<file path="src/rtl/phase_buildout_pkg.sv">
package phase_buildout_pkg;

  typedef logic signed [31:0] wide_t;

  // Round to nearest multiple of 2**sh, ties upward.
  function automatic wide_t nearest_edge(input wide_t v, input int sh);
    wide_t half;
    half = wide_t'(1) <<< (sh - 1);
    return ((v + half) >>> sh) <<< sh;
  endfunction

  // Move cur toward tgt by no more than lim.
  function automatic wide_t slew_toward(input wide_t cur, input wide_t tgt, input wide_t lim);
    wide_t diff;
    diff = tgt - cur;
    if (diff > lim)       return cur + lim;
    else if (diff < -lim) return cur - lim;
    else                  return tgt;
  endfunction

endpackage

</file>
<file path="src/rtl/phase_buildout_target.sv">
module phase_buildout_target
  import phase_buildout_pkg::*;
#(
  parameter int BO_W     = 17,
  parameter int PER_LOG2 = 10
) (
  input  logic signed [BO_W-1:0] cur_bo,
  output logic signed [BO_W-1:0] edge_tgt
);
  wide_t rounded;
  always_comb begin
    rounded  = nearest_edge(32'(cur_bo), PER_LOG2);
    edge_tgt = BO_W'(rounded);
  end
endmodule

</file>
<file path="src/rtl/phase_buildout_ramp.sv">
module phase_buildout_ramp
  import phase_buildout_pkg::*;
#(
  parameter int BO_W   = 17,
  parameter int SLEW_W = 8
) (
  input  logic signed [BO_W-1:0] cur_bo,
  input  logic signed [BO_W-1:0] tgt_bo,
  input  logic [SLEW_W-1:0]      lim,
  output logic signed [BO_W-1:0] next_bo,
  output logic                   at_tgt
);
  wide_t stepped;
  always_comb begin
    stepped = slew_toward(32'(cur_bo), 32'(tgt_bo), wide_t'(32'(lim)));
    next_bo = BO_W'(stepped);
    at_tgt  = (next_bo == tgt_bo);
  end
endmodule

</file>
<file path="src/rtl/phase_buildout_correct.sv">
module phase_buildout_correct #(
  parameter int ERR_W = 16,
  parameter int BO_W  = 17
) (
  input  logic signed [ERR_W-1:0] raw,
  input  logic signed [BO_W-1:0]  bo,
  output logic signed [ERR_W+1:0] corr
);
  localparam int CW = ERR_W + 2;
  always_comb corr = CW'(raw) - CW'(bo);
endmodule

</file>
<file path="src/rtl/phase_buildout.sv">
module phase_buildout #(
  parameter int ERR_W    = 16,
  parameter int SLEW_W   = 8,
  parameter int PER_LOG2 = 10
) (
  input  logic                    clk,
  input  logic                    rst_n,
  input  logic                    phase_vld,
  input  logic signed [ERR_W-1:0] raw_err,
  input  logic                    rearr,
  input  logic                    realign_cmd,
  input  logic [SLEW_W-1:0]       slew_lim,
  output logic signed [ERR_W+1:0] corr_err,
  output logic signed [ERR_W:0]   build_out,
  output logic                    ramp_busy
);
  localparam int BO_W = ERR_W + 1;

  logic signed [BO_W-1:0] bo_q, tgt_q, edge_tgt, ramp_next;
  logic                   busy_q, ramp_done;

  // named internal events
  logic cap_evt, start_evt, step_evt, done_evt;
  assign cap_evt   = rearr;
  assign start_evt = realign_cmd && !rearr && !busy_q;
  assign step_evt  = busy_q && phase_vld && !rearr;
  assign done_evt  = step_evt && ramp_done;

  phase_buildout_target #(.BO_W(BO_W), .PER_LOG2(PER_LOG2)) u_target (
    .cur_bo(bo_q), .edge_tgt(edge_tgt)
  );

  phase_buildout_ramp #(.BO_W(BO_W), .SLEW_W(SLEW_W)) u_ramp (
    .cur_bo(bo_q), .tgt_bo(tgt_q), .lim(slew_lim),
    .next_bo(ramp_next), .at_tgt(ramp_done)
  );

  phase_buildout_correct #(.ERR_W(ERR_W), .BO_W(BO_W)) u_correct (
    .raw(raw_err), .bo(bo_q), .corr(corr_err)
  );

  always_ff @(posedge clk) begin
    if (!rst_n) begin
      bo_q   <= '0;
      tgt_q  <= '0;
      busy_q <= 1'b0;
    end else if (cap_evt) begin
      bo_q   <= BO_W'(raw_err);
      busy_q <= 1'b0;
    end else if (start_evt) begin
      tgt_q  <= edge_tgt;
      busy_q <= 1'b1;
    end else if (step_evt) begin
      bo_q <= ramp_next;
      if (done_evt) busy_q <= 1'b0;
    end
  end

  assign build_out = bo_q;
  assign ramp_busy = busy_q;
endmodule

</file>
<file path="config.mk">
export PLATFORM = sky130hd
export DESIGN_NAME = phase_buildout
export DESIGN_NICKNAME = d
export VERILOG_FILES = /design/src/rtl/phase_buildout_pkg.sv /design/src/rtl/phase_buildout_target.sv /design/src/rtl/phase_buildout_ramp.sv /design/src/rtl/phase_buildout_correct.sv /design/src/rtl/phase_buildout.sv
export SDC_FILE = /design/constraint.sdc
export NUM_CORES = 1
export LEC_CHECK = 0
export BUFFER_PORTS_ARGS = -buffer_cell sky130_fd_sc_hd__buf_2
export CAP_MARGIN = 15
export CORE_MARGIN = 10
export CORE_UTILIZATION = 60
export CTS_CLUSTER_DIAMETER = 60
export DETAILED_ROUTE_END_ITERATION = 6
export PLACE_DENSITY = 0.83
export SYNTH_ARGS = -nofsm -noshare
export SYNTH_HDL_FRONTEND = slang
export SYNTH_SLANG_ARGS = --single-unit
</file>
<file path="constraint.sdc">
create_clock -name clk -period 5.9 [get_ports clk]
set_input_delay 1.475 -clock clk [delete_from_list [all_inputs] [get_ports clk]]
set_output_delay 1.475 -clock clk [all_outputs]
set_load 0.01 [all_outputs]
</file>
==> results.ini, run 1 <==
[logic_synthesis]
ys_dominant_reg_cell = sky130_fd_sc_hd__dfxtp_1
yosysWarningCount = 0
synthesis.nets = 762
post-synth-top-area-fraction_pct = 18.4
most_numerous_cell_types_in_the_synthesized_netlist = sky130_fd_sc_hd__ha_1, sky130_fd_sc_hd__inv_1, sky130_fd_sc_hd__nor2_1
yosysSeqAreaShare_pct = 10.4
postSynthRegisterBits = 25
post_synth_instance_area_sq_um = 4820
synth.most_common_cell = sky130_fd_sc_hd__ha_1
syn_inst = 659
synthArstFlopShare_pct = 0
syn_area_per_cell_sq_um = 7.32
synth-edff-count = 0
yosysTopAreaCell = sky130_fd_sc_hd__ha_1
netlist_top_cells_area = sky130_fd_sc_hd__ha_1, sky130_fd_sc_hd__dfxtp_1, sky130_fd_sc_hd__xnor2_1
synthDistinctLibCells = 74

[sta]
worst_slack_ns = 0.201
setup-tns-final_ns = 0
timing.final.max_slew_violations = 0
finalHoldViolCount = 0
timing_worst_slew_pin_value_ns = 0.851
setup-violations-final = 0
final.min_clock_period_ns = 5.70
skew_ns = 0.00789
achievable-frequency_mhz = 175
hold_slack_ns = 0.591
rsz0062_at_grt = no
max-slew-margin-rel_pct = 42.7
post-route-period-util_pct = 96.6

[detailed_routing]
drc_errors = 0
num_vias = 5269
wl_mm = 14.4
first_iter_violations = 586
route.detailed.wl_per_inst_um = 17.8
antenna_nets_post_route = 0
routed_via_density = 6.51
detailedRoute.firstPassIterationCount = 5

[die]
floorplan.die_area_sq_um = 12000
dieWidth_um = 110
initial_core_util_pct = 62.1
row_count = 32
die-height_um = 110
core_region_area_sq_um = 7770
top_level_ports = 65

[worst_setup_path]
r2r_start = build_out[10]
worst_path_max_delay_cell = sky130_fd_sc_hd__or4_1
timing.critical_path.mode_cell = sky130_fd_sc_hd__a21o_1
levels_on_crit_path = 16
critical_path_class = in -> reg
timing.critical_path.max_delay_family = compound AO/OA/AOI/OAI gates
worstPathCellList = buf_2 -> or4_1 -> or3_1 -> nor2_1 -> ha_1 -> and4_1 -> o2111ai_1 -> a21o_1 -> a211o_1 -> a222oi_1 -> buf_4 -> a21o_1 -> o221ai_1 -> o2bb2ai_1 -> nor4_1 -> a31oi_1
cp.buffers_inverters = 2
worstPathRequired_ns = 6.05
worstPathArrival_ns = 5.85
crit-reg2reg-capture = ramp_busy
worstRegToRegCells = 18
crit_fanout = 14
critical-path-max-stage-delay_ns = 0.60
reg2reg_setup_slack_ns = 0.47
setup.worst_path.start_class = input pin
timing.critical_path.to_type = flip-flop

[place]
gpl.final_weighted_congestion = 1.02
dp_cell_count = 804
worst_slack_placed_ns = 0.176
hpwl_mm = 11.7
placement.io_buffers = 64

[power_and_ir_drop]
vdd_ir_drop_max_mv = 0.144
power_leakage_nw = 2.42
power_per_cell_area_nw_per_um2 = 185

[layout]
layout-area-overhead-vs-synth_pct = 8.79
sequential_cell_area_sq_um = 500
finish.net_count = 811
layout.cells.non_filler = 809
final_layout_size_suffix_gt1_share_pct = 12.7
n_fill_cell = 692
multi_input_area_sq_um = 3970
antenna_diode_count = 0

[clock_tree]
number_of_cts_inserted_buffers = 3
worst_setup_hold_path_clk_slew_ns = 0.10
root_buffer = sky130_fd_sc_hd__clkbuf_8
clock_sink_count = 25
tritoncts = done
h_tree_levels = 1
clock_insertion_delay_at_the_later_pin_of_the_skew_report_ns = 0.28
max-clock-path-buffers = 2

[global_routing]
first_global_vias = 4932
antenna_found_initial = 0
grt_max_degree = 26
grt_pass1_wl_mm = 23.3
grt_usage_pct = 23.3
globalRoute.totalOverflow = 0

[outcome]
status = completed

[worst_hold_path]
worst_min_path_class = reg -> reg
hold-path-cell-count = 1
worstHoldStart = tgt_q[12]
hold_path_end = tgt_q[12]

[job]
max-cap-violations = 0

==> routing by layer <==
layer  track usage, %  vias to the layer above  share of wire [%]  wire, um
li1                 -                     2515                  -         -
met1             29.3                     2388                 42      6070
met2             38.3                      308                 44      6390
met3             4.74                       58                9.8      1410
met4             8.83                        0                3.7       527
met5                0                        -                  0         0
==> final cells by class <==
type,count,area share [%]
clock buffer,3,0.787
clock inverter,1,0.0954
inverter,65,4.65
multi-input combinational,544,75.7
sequential,25,9.54
tap,102,2.43
timing repair buffer,69,6.82
==> registers in the layout, summed over array words and instances (netlist names) <==
signal	cells
tgt_q	7
ramp_busy	1
build_out	17
==> repair_timing <==
action | 4_1_cts | 5_1_grt
buffers inserted | 0 | 1
resized for setup | 0 | 8
endpoints found under the setup margin | 0 | 6
hold buffers | 0 | 0
==> per-stage QoR <==
stage | utilization, % | total power [mW] | area, sq um
6_report | 67.6 | 0.972 | 5250
5_1_grt | 67.6 | 1.04 | 5250
4_1_cts | 67.3 | 0.951 | 5230
3_5_place_dp | 66.7 | 0.841 | 5180
3_3_place_gp | 66.7 | 0.821 | 5180
2_1_floorplan | - | 0.678 | 4820
==> how the worst max path moves through the flow <==
stage	startpoint	end	slack, ns
finish	slew_lim[5]	ramp_busy	0.20
global placement	raw_err[0]	corr_err[16]	0.23
CTS	raw_err[0]	corr_err[16]	0.17
floorplan	slew_lim[5]	ramp_busy	0.59
global route	raw_err[0]	corr_err[16]	0.01
detailed placement	slew_lim[5]	ramp_busy	0.18
==> worst register-to-register path: cells and delay by family (launching register included) <==
| kind | cells | cell delay (ns) |
|---|---|---|
| mux | 1 | 0.19 |
| compound gates | 8 | 1.95 |
| buf+inv | 2 | 0.51 |
| flops | 1 | 0.52 |
| fa+ha+maj | 2 | 0.76 |
| simple gates | 5 | 1.37 |
==> placed cells by master (no fill, tap or decap), types with 12 or more instances in the layout <==
cell type                  n
sky130_fd_sc_hd__ha_1     71
sky130_fd_sc_hd__a31oi_1  12
sky130_fd_sc_hd__nand3_1  16
sky130_fd_sc_hd__dfxtp_1  25
sky130_fd_sc_hd__inv_1    65
sky130_fd_sc_hd__nor3_1   23
sky130_fd_sc_hd__buf_2    64
sky130_fd_sc_hd__o21ai_0  31
sky130_fd_sc_hd__nor2_1   54
sky130_fd_sc_hd__a21oi_1  43
sky130_fd_sc_hd__nand2_1  47
sky130_fd_sc_hd__nor2b_1  14
sky130_fd_sc_hd__xnor2_1  45
==> where the power goes <==
part | total, mW | internal (mW) | switching, mW | leakage [nW]
clock | 0.109 | 0.0475 | 0.0614 | 0.0255
combinational | 0.655 | 0.270 | 0.385 | 2.19
sequential | 0.209 | 0.180 | 0.0285 | 0.207
total | 0.972 | 0.498 | 0.475 | 2.42
==> logic make-up after synthesis <==
kind of cell | after synthesis | synth area share [%]
and+or+nand+nor | 219 | 23.2
AOI/OAI and AO/OA | 190 | 27.9
xor gates and xnor gates | 56 | 10.2
DFF | 25 | 10.4
adders and majority gates | 74 | 19.7
buffers and inverters | 90 | 7.60
muxes | 5 | 1.04
(Power assumes the default switching activity.)
==> run 2: changes to the inputs <==
RECOVER_POWER = 25   (was default)
==> run 2 against run 1 <==
Against the previous run:
- the run now ends with design-rule violations left
- clock power about the same
- count of clock-buffer cells in the layout unchanged
- critical path depth unchanged
- highest routed layer unchanged
==> results.ini, run 2 (synthesis gave the netlist of run 1 again) <==
[outcome]
status = finished, violations left
violated_checks = design-rule violations

[die]
floorplan.die_area_sq_um = 12000  ; unchanged
die-height_um = 110  ; unchanged
row_count = 32  ; unchanged
dieWidth_um = 110  ; unchanged
top_level_ports = 65  ; unchanged
core_region_area_sq_um = 7770  ; unchanged
initial_core_util_pct = 62.1  ; unchanged

[sta]
timing.final.max_slew_violations = 0  ; unchanged
finalHoldViolCount = 0  ; unchanged
rsz0062_at_grt = no
setup-tns-final_ns = 0  ; unchanged
max-slew-margin-rel_pct = 35.2  ; -7.6 points
setup-violations-final = 0  ; unchanged
post-route-period-util_pct = 97.0  ; +0.44 points
achievable-frequency_mhz = 175  ; -0.45%
skew_ns = 0.00765  ; -0.000241 ns
final.min_clock_period_ns = 5.72  ; +0.0258 ns
timing_worst_slew_pin_value_ns = 0.973  ; +0.121 ns

[clock_tree]
tritoncts = done
worst_setup_hold_path_clk_slew_ns = 0.10  ; about the same
clock_sink_count = 25  ; unchanged
max-clock-path-buffers = 2  ; unchanged
root_buffer = sky130_fd_sc_hd__clkbuf_8
postCtsHoldBufs = 0  ; unchanged
number_of_cts_inserted_buffers = 3  ; unchanged
h_tree_levels = 1  ; unchanged
clock_insertion_delay_at_the_later_pin_of_the_skew_report_ns = 0.28  ; about the same

[detailed_routing]
route.detailed.wl_per_inst_um = 17.8  ; -0.18%
drc_errors = 4  ; +4
wl_mm = 14.4  ; -0.18%
detailedRoute.firstPassIterationCount = 7  ; +2
antenna_nets_post_route = 0  ; unchanged
routed_via_density = 6.52  ; +0.15%
num_vias = 5277  ; +0.15%
first_iter_violations = 615  ; +4.9%

[global_routing]
grt_pass1_wl_mm = 23.3  ; unchanged
first_global_vias = 4932  ; unchanged
grt_max_degree = 26  ; unchanged
antenna_found_initial = 0  ; unchanged
grt_usage_pct = 23.3  ; unchanged
globalRoute.totalOverflow = 0  ; unchanged

[worst_setup_path]
worstPathRequired_ns = 6.05  ; about the same
setup.worst_path.start_class = input pin
crit_fanout = 14  ; unchanged
timing.critical_path.to_type = flip-flop
worstPathArrival_ns = 5.87  ; +0.02 ns
critical_path_class = in -> reg

[place]
hpwl_mm = 11.7  ; unchanged
gpl.final_weighted_congestion = 1.02  ; unchanged
placed_area_sq_um = 5180  ; unchanged
placement.io_buffers = 64  ; unchanged

[layout]
finish.net_count = 811  ; unchanged
stdcell_area_sq_um = 5230  ; -0.29%
layout.cells.most_common_list = sky130_fd_sc_hd__ha_1, sky130_fd_sc_hd__inv_1, sky130_fd_sc_hd__buf_2
antenna_diode_count = 0  ; unchanged
final_layout_size_suffix_gt1_share_pct = 11.3  ; -1.4 points
mostFrequentLayoutCell = sky130_fd_sc_hd__ha_1
largest_register_ffs = 17  ; unchanged
layout-area-overhead-vs-synth_pct = 8.48

[power_and_ir_drop]
power_leakage_nw = 2.38  ; -1.5%
power_per_cell_area_nw_per_um2 = 185  ; about the same
vdd_ir_drop_max_mv = 0.144  ; -0.15%

[worst_hold_path]
worst_min_path_class = reg -> reg

[job]
max-cap-violations = 0  ; unchanged

run 2: cell count changes in the layout (fill, tap and decap cells not counted):
cell / previous run / this run
sky130_fd_sc_hd__buf_4: 5 / 4
sky130_fd_sc_hd__buf_2: 64 / 55
sky130_fd_sc_hd__clkbuf_1: 0 / 10
run 2: path summary, 6_finish.rpt:
check | depth (start not counted) | slack [ns] | endpoint | from
setup / recovery | 16 | 0.18 | ramp_busy | slew_lim[5]
hold / removal | 1 | 0.59 | tgt_q[12] | tgt_q[12]
setup reg to reg | 18 | 0.43 | ramp_busy | build_out[10]
hold reg to reg | 1 | 0.59 | tgt_q[12] | tgt_q[12]
run 2: what timing repair did:
action	4_1_cts	5_1_grt
setup endpoints to repair	0	6
gates resized for setup	0	8
hold endpoints to repair	0	0
setup buffers	0	1
run 2: final cells by class:
class / instances / area (sq um)
Multi-Input combinational cell: 544 / 3970
Fill cell: 702 / 2530
Sequential cell: 25 / 500
Timing Repair Buffer: 69 / 343
Inverter: 65 / 244
Tap cell: 102 / 128
Clock buffer: 3 / 41.3
Clock inverter: 1 / 5.00
run 2: critical path, stage by stage:
cell                        delay (ns)
sky130_fd_sc_hd__buf_2            0.13
sky130_fd_sc_hd__or4_1            0.60
sky130_fd_sc_hd__or3_1            0.40
sky130_fd_sc_hd__nor2_1           0.24
sky130_fd_sc_hd__ha_1             0.17
sky130_fd_sc_hd__and4_1           0.23
sky130_fd_sc_hd__o2111ai_1        0.18
sky130_fd_sc_hd__a21o_1           0.23
sky130_fd_sc_hd__a211o_1          0.28
sky130_fd_sc_hd__a222oi_1         0.52
sky130_fd_sc_hd__buf_4            0.32
sky130_fd_sc_hd__a21o_1           0.23
sky130_fd_sc_hd__o221ai_1         0.20
sky130_fd_sc_hd__o2bb2ai_1        0.21
sky130_fd_sc_hd__nor4_1           0.34
sky130_fd_sc_hd__a31oi_1          0.13
run 2: layer usage:
| layer | wire (um) | global-route usage, % | vias up |
|---|---|---|---|
| met2 | 6460 | 38.3 | 306 |
| met1 | 6090 | 29.3 | 2403 |
| met5 | 0 | 0 | - |
| met4 | 493 | 8.83 | 0 |
| met3 | 1330 | 4.74 | 51 |
| li1 | - | - | 2517 |
run 2: stage by stage:
| step | hold slack, ns | std cells | setup slack [ns] | utilization, % | total power [mW] |
|---|---|---|---|---|---|
| 2_1_floorplan | 0.536 | 659 | 0.586 | - | 0.678 |
| 3_3_place_gp | 0.558 | 804 | 0.234 | 66.7 | 0.821 |
| 3_5_place_dp | 0.572 | 804 | 0.176 | 66.7 | 0.841 |
| 4_1_cts | 0.594 | 808 | 0.170 | 67.3 | 0.951 |
| 5_1_grt | 0.606 | 809 | 0.0124 | 67.4 | 1.04 |
| 6_report | 0.588 | 809 | 0.175 | 67.4 | 0.970 |
run 2: where the power goes:
part           total (mW)  switching, mW  leakage [nW]  internal [mW]
clock network       0.108         0.0604        0.0255         0.0475
registers           0.209         0.0283         0.207          0.180
logic               0.653          0.385          2.15          0.268
